<file path="config.mk">
export PLATFORM = sky130hd
export DESIGN_NAME = gpio_irq_detect
export DESIGN_NICKNAME = d
export VERILOG_FILES = /design/src/rtl/gpio_irq_pkg.sv /design/src/rtl/gpio_pin_sync.sv /design/src/rtl/gpio_pin_detect.sv /design/src/rtl/gpio_irq_detect.sv
export SDC_FILE = /design/constraint.sdc
export NUM_CORES = 1
export LEC_CHECK = 0
export ABC_AREA = 1
export CORE_ASPECT_RATIO = 0.6
export CORE_UTILIZATION = 30
export CTS_BUF_LIST = sky130_fd_sc_hd__clkbuf_16
export CTS_CLUSTER_SIZE = 16
export DETAILED_ROUTE_END_ITERATION = 8
export PLACE_DENSITY = 0.57
export SLEW_MARGIN = 25
export SYNTH_ARGS = -nofsm -noshare
export SYNTH_HDL_FRONTEND = slang
export SYNTH_SLANG_ARGS = --single-unit
</file>
<file path="constraint.sdc">
create_clock -name clk -period 2.73 [get_ports clk]
set_input_delay 0.546 -clock clk [delete_from_list [all_inputs] [get_ports clk]]
set_output_delay 0.546 -clock clk [all_outputs]
set_load 0.05 [all_outputs]
</file>
<file path="src/rtl/gpio_irq_pkg.sv">
package gpio_irq_pkg;
    localparam int CFG_W   = 4;
    localparam int CFG_LSB = 16;
    localparam int STAT_OFS = 'hA0;

    localparam logic [CFG_W-1:0] MODE_OFF  = 4'h0;
    localparam logic [CFG_W-1:0] MODE_LOW  = 4'h8;
    localparam logic [CFG_W-1:0] MODE_RISE = 4'h9;
    localparam logic [CFG_W-1:0] MODE_FALL = 4'hA;
    localparam logic [CFG_W-1:0] MODE_ANY  = 4'hB;
    localparam logic [CFG_W-1:0] MODE_HIGH = 4'hC;
endpackage

</file>
<file path="src/rtl/gpio_pin_sync.sv">
module gpio_pin_sync #(
    parameter int WIDTH  = 32,
    parameter int STAGES = 2
) (
    input  logic             clk,
    input  logic             rst_n,
    input  logic [WIDTH-1:0] raw,
    output logic [WIDTH-1:0] cur,
    output logic [WIDTH-1:0] prev
);
    typedef struct packed {
        logic [STAGES-1:0][WIDTH-1:0] chain;
        logic [WIDTH-1:0]             last;
    } sync_t;

    sync_t s_d, s_q;

    always_comb begin
        s_d = s_q;
        s_d.chain[0] = raw;
        for (int k = 1; k < STAGES; k++) begin
            s_d.chain[k] = s_q.chain[k-1];
        end
        s_d.last = s_q.chain[STAGES-1];
    end

    always_ff @(posedge clk or negedge rst_n) begin
        if (!rst_n) s_q <= '0;
        else        s_q <= s_d;
    end

    assign cur  = s_q.chain[STAGES-1];
    assign prev = s_q.last;
endmodule

</file>
<file path="src/rtl/gpio_pin_detect.sv">
module gpio_pin_detect
    import gpio_irq_pkg::*;
(
    input  logic [CFG_W-1:0] mode,
    input  logic             cur,
    input  logic             prev,
    output logic             evt
);
    always_comb begin
        case (mode)
            MODE_LOW:  evt = !cur;
            MODE_HIGH: evt = cur;
            MODE_RISE: evt = cur && !prev;
            MODE_FALL: evt = !cur && prev;
            MODE_ANY:  evt = cur ^ prev;
            default:   evt = 1'b0;
        endcase
    end
endmodule

</file>
<file path="src/rtl/gpio_irq_detect.sv">
module gpio_irq_detect
    import gpio_irq_pkg::*;
#(
    parameter int NUM_PINS    = 32,
    parameter int ADDR_W      = 8,
    parameter int DATA_W      = 32,
    parameter int SYNC_STAGES = 2
) (
    input  logic                clk,
    input  logic                rst_n,
    input  logic [NUM_PINS-1:0] pin_in,
    input  logic                bus_en,
    input  logic                bus_we,
    input  logic [ADDR_W-1:0]   bus_addr,
    input  logic [DATA_W-1:0]   bus_wdata,
    output logic [DATA_W-1:0]   bus_rdata,
    output logic                irq_out
);
    localparam int IDX_W = ADDR_W - 2;
    localparam logic [ADDR_W-1:0] STAT_ADDR = ADDR_W'(STAT_OFS);

    typedef struct packed {
        logic [NUM_PINS-1:0][CFG_W-1:0] cfg;
        logic [NUM_PINS-1:0]            flags;
    } regs_t;

    regs_t r_d, r_q;

    logic [NUM_PINS-1:0] pin_cur, pin_prev, evt, clr_mask;
    logic [IDX_W-1:0]    word_idx;
    logic                cfg_hit, stat_hit;

    gpio_pin_sync #(.WIDTH(NUM_PINS), .STAGES(SYNC_STAGES)) u_sync (
        .clk  (clk),
        .rst_n(rst_n),
        .raw  (pin_in),
        .cur  (pin_cur),
        .prev (pin_prev)
    );

    for (genvar i = 0; i < NUM_PINS; i++) begin : g_pin
        gpio_pin_detect u_det (
            .mode(r_q.cfg[i]),
            .cur (pin_cur[i]),
            .prev(pin_prev[i]),
            .evt (evt[i])
        );
    end

    assign word_idx = bus_addr[ADDR_W-1:2];
    assign cfg_hit  = (bus_addr[1:0] == 2'b00) && (int'(word_idx) < NUM_PINS);
    assign stat_hit = (bus_addr == STAT_ADDR);
    assign clr_mask = (bus_en && bus_we && stat_hit) ? bus_wdata[NUM_PINS-1:0] : '0;

    always_comb begin
        r_d = r_q;
        for (int i = 0; i < NUM_PINS; i++) begin
            if (bus_en && bus_we && cfg_hit && word_idx == IDX_W'(i)) begin
                r_d.cfg[i] = bus_wdata[CFG_LSB +: CFG_W];
            end
        end
        // an event in the same cycle as a clear keeps the flag
        r_d.flags = (r_q.flags & ~clr_mask) | evt;
    end

    always_ff @(posedge clk or negedge rst_n) begin
        if (!rst_n) r_q <= '0;
        else        r_q <= r_d;
    end

    always_comb begin
        bus_rdata = '0;
        if (stat_hit) begin
            bus_rdata[NUM_PINS-1:0] = r_q.flags;
        end else begin
            for (int i = 0; i < NUM_PINS; i++) begin
                if (cfg_hit && word_idx == IDX_W'(i)) begin
                    bus_rdata[CFG_LSB +: CFG_W] = r_q.cfg[i];
                end
            end
        end
    end

    assign irq_out = |r_q.flags;

    for (genvar i = 0; i < NUM_PINS; i++) begin : g_chk
        assert_undef_quiet_R2: assert property (@(posedge clk) disable iff (!rst_n)
            (r_q.cfg[i] != MODE_LOW && r_q.cfg[i] != MODE_HIGH && r_q.cfg[i] != MODE_RISE &&
             r_q.cfg[i] != MODE_FALL && r_q.cfg[i] != MODE_ANY) |-> !evt[i]);
        assert_rise_real_R5: assert property (@(posedge clk) disable iff (!rst_n)
            (r_q.cfg[i] == MODE_RISE && evt[i]) |-> (pin_cur[i] && !pin_prev[i]));
        assert_flag_sticky_R8: assert property (@(posedge clk) disable iff (!rst_n)
            (r_q.flags[i] && !clr_mask[i]) |=> r_q.flags[i]);
        assert_level_reassert_R10: assert property (@(posedge clk) disable iff (!rst_n)
            (r_q.cfg[i] == MODE_HIGH && pin_cur[i]) |=> r_q.flags[i]);
        assert_flag_needs_event_R10: assert property (@(posedge clk) disable iff (!rst_n)
            (!r_q.flags[i] && !evt[i]) |=> !r_q.flags[i]);
    end
endmodule

</file>
==> results.py <==
metrics = {
    "status": {
        "outcome": "complete, but fails checks",
        "failed_checks": "negative setup slack",
    },
    "drt": {
        "first_iter_violations": 976,
        "drc_errors": 0,
        "vias": 11000,
        "dr.pass1.iters": 5,
        "wl_um": 39600,
        "wire_per_inst_um": 17.2,
        "viasPerCell": 4.79,
        "postRouteAntennaNets": 0,
    },
    "floorplanning": {
        "die_h_um": 159,
        "rows": 57,
        "fp.coreArea_sq_um": 40500,
        "start_util_pct": 30.5,
        "io_pins": 109,
        "fp.dieW_um": 264,
        "dieArea_sq_um": 42100,
    },
    "timing": {
        "fin_crit_ns": 3.66,
        "timing.hold.ws_ns": 0.0472,
        "setup_slack_ns": -0.927,
        "skew_ns": 0.00754,
        "rsz0062_at_grt": "yes",
        "hold_viol": 0,
        "drv_slew": 0,
        "relSlewSlack_pct": 41.4,
        "setup_violations": 32,
        "fmax_mhz": 273,
        "post-route-period-util_pct": 134,
        "fin_tns_setup_ns": -4.27,
        "worst_pin_slew_ns": 0.868,
    },
    "synth": {
        "synthesis.instances": 1475,
        "netlist_area_sq_um": 12400,
        "ys_seq_area_share_pct": 51.8,
        "ys_ff_latch": 256,
        "ys_warn_count": 0,
        "syn_nets": 1615,
        "synth_cell_types": 30,
        "postSynthAreaPerCell_sq_um": 8.38,
    },
    "worst_setup_path": {
        "path_common_cell": "nand4_1",
        "crit_arrival_ns": 3.11,
        "worst-path-max-fanout": 2,
        "worstSetupPathType": "flip-flop to output port",
        "critPathLaunchType": "flip-flop",
        "worst_setup_path_end_kind": "output port",
        "crit_slowest_cell": "dfrtp_1",
        "path_cells": "nand4_1 > nand3_1 > nor2_2 > nand4_1 > nand2_1 > nand4_1 > nor2_1 > nand3_1 > nand2_1 > nand4_1 > nand2_1 > nand4_1 > nor2_1 > nand4_1 > nand2_1 > nand4_1 > nor2_2 > nand3_4 > buf_8",
        "cp.required_ns": 2.18,
        "critical_path.max_stage_delay_ns": 0.42,
    },
    "clock_tree": {
        "cts_root_buf": "clkbuf_16",
        "clk_path_buf_depth": 3,
        "cts_inserted_buffers": 25,
        "htreeDepth": 1,
        "worstSkewPairLatency_ns": 0.53,
        "clock_sinks": 256,
        "path_clk_slew_ns": 0.06,
        "cts_tree": "built",
        "cts_hold_buf": 0,
    },
    "finish": {
        "area_delta_synth_final_pct": 37.0,
        "layout_common_cells": "nand2_1, dfrtp_1, inv_1",
        "final_common_cell": "nand2_1",
        "num-nets-final": 1898,
        "diodes": 0,
        "multi_input_area_sq_um": 5390,
        "drive_gt1_share_pct": 19.5,
        "seq_area_sq_um": 6410,
        "fill_cells": 3959,
    },
    "grt": {
        "grt_pass1_wl_um": 62500,
        "grt_pass1_vias": 10700,
        "grt_max_degree": 83,
        "globalRouteOverflowTotal": 0,
        "antenna_found_initial": 0,
        "track_usage_pct": 19.2,
    },
    "place": {
        "dpl.hpwl_um": 30700,
        "port_buffers": 108,
        "place_congestion": 0.962,
    },
    "power": {
        "power.leakage_nw": 7.95,
        "power.density_nw_per_um2": 469,
        "peakVddDrop_mv": 0.339,
    },
    "job": {
        "maxCapViolCount": 0,
    },
    "hold_path": {
        "hold_path.class": "input pin to async pin",
    },
}
[state kept, by name, summed over array words and instances, names as in the netlist]
register     cells
u_sync.cur      32
u_sync.prev     32
r_q            160
u_sync.s_d      32
[metal layers]
| layer | vias up | GRT usage (%) | wire, um |
|---|---|---|---|
| met5 | - | 0 | 0 |
| met4 | 0 | 4.68 | 1010 |
| met3 | 50 | 3.57 | 2370 |
| met2 | 284 | 27.1 | 16300 |
| met1 | 5287 | 29.8 | 20000 |
| li1 | 5412 | - | - |
[synth_stat cells]
cell / count / area, sq um
o211ai_1: 9 / 67.6
inv_2: 7 / 26.3
a22o_1: 2 / 17.5
o21ai_1: 1 / 5.00
nand2_1: 321 / 1200
nand2_2: 2 / 12.5
buf_2: 2 / 10.0
nor2_4: 2 / 22.5
nor4_2: 1 / 12.5
buf_6: 3 / 33.8
inv_1: 209 / 785
nor2_2: 7 / 43.8
nor4_1: 23 / 144
o21ai_0: 196 / 981
nor3b_1: 1 / 7.51
buf_4: 2 / 15.0
dfrtp_1: 256 / 6410
nor3_1: 44 / 220
buf_1: 5 / 18.8
ha_1: 64 / 801
clkinv_1: 1 / 3.75
a211oi_1: 1 / 7.51
clkbuf_1: 17 / 63.8
a21oi_1: 63 / 315
nand3_1: 61 / 305
o22ai_1: 2 / 12.5
a32o_1: 5 / 50.1
nand4_1: 37 / 231
o311ai_0: 10 / 87.6
nor2_1: 121 / 454
[cell families (layout without fill, tap and decap cells)]
| group | count (synthesis) | count (layout) | synth area share, % |
|---|---|---|---|
| buf+inv | 246 | 542 | 7.73 |
| flops | 256 | 256 | 51.8 |
| compound gates | 289 | 289 | 12.5 |
| simple gates | 620 | 620 | 21.5 |
| fa+ha+maj | 64 | 64 | 6.48 |
[where the power goes]
| part | internal, mW | switching (mW) | total, mW |
|---|---|---|---|
| Clock | 1.64 | 1.46 | 3.10 |
| Combinational | 0.345 | 0.443 | 0.789 |
| Sequential | 3.94 | 0.115 | 4.05 |
| Total | 5.92 | 2.02 | 7.94 |
[final cells by class]
type / count / share of cell area [%]
clock inverters: 15 / 0.377
flip-flops and latches: 256 / 37.8
multi-input cells: 973 / 31.9
well taps: 531 / 3.92
repair buffers: 285 / 17.4
inverters: 217 / 4.94
clock buffers: 25 / 3.69
[path summary, 6_finish.rpt]
check                                from             end  slack (ns)  cells past startpoint
max in group asynchronous           rst_n  u_sync.s_d[83]        1.98                      2
max                               r_q[42]   bus_rdata[18]       -0.93                     19
max reg2reg                u_sync.cur[18]         r_q[18]        0.90                      6
min                                 rst_n         r_q[49]        0.05                      1
min reg2reg                u_sync.s_d[72]   u_sync.cur[8]        0.35                      0
min in group clk           u_sync.s_d[72]   u_sync.cur[8]        0.35                      0
[through the flow]
step	setup WS, ns	std cells	utilization (%)	instance area (sq um)	total power [mW]
2_1_floorplan	-0.234	1475	-	12600	4.38
3_5_place_dp	-1.41	2243	38.9	15800	4.86
5_1_grt	-1.12	2302	41.8	16900	8.30
3_3_place_gp	-1.32	2243	38.9	15800	4.84
4_1_cts	-1.01	2299	41.6	16900	8.03
6_report	-0.927	2302	41.8	16900	7.94
[repair_timing]
action | in CTS | in global routing
pin swaps | 48 | 42
gates cloned | 3 | 0
endpoints found under the setup margin | 33 | 33
gates resized for setup | 106 | 17
buffers inserted | 13 | 3
[critical path, delay by kind of cell (launching register included)]
| kind | cells | cell delay, ns |
|---|---|---|
| buffers and inverters | 1 | 0.16 |
| and+or+nand+nor | 18 | 1.99 |
| DFF | 1 | 0.42 |
(Power assumes the default switching activity.)
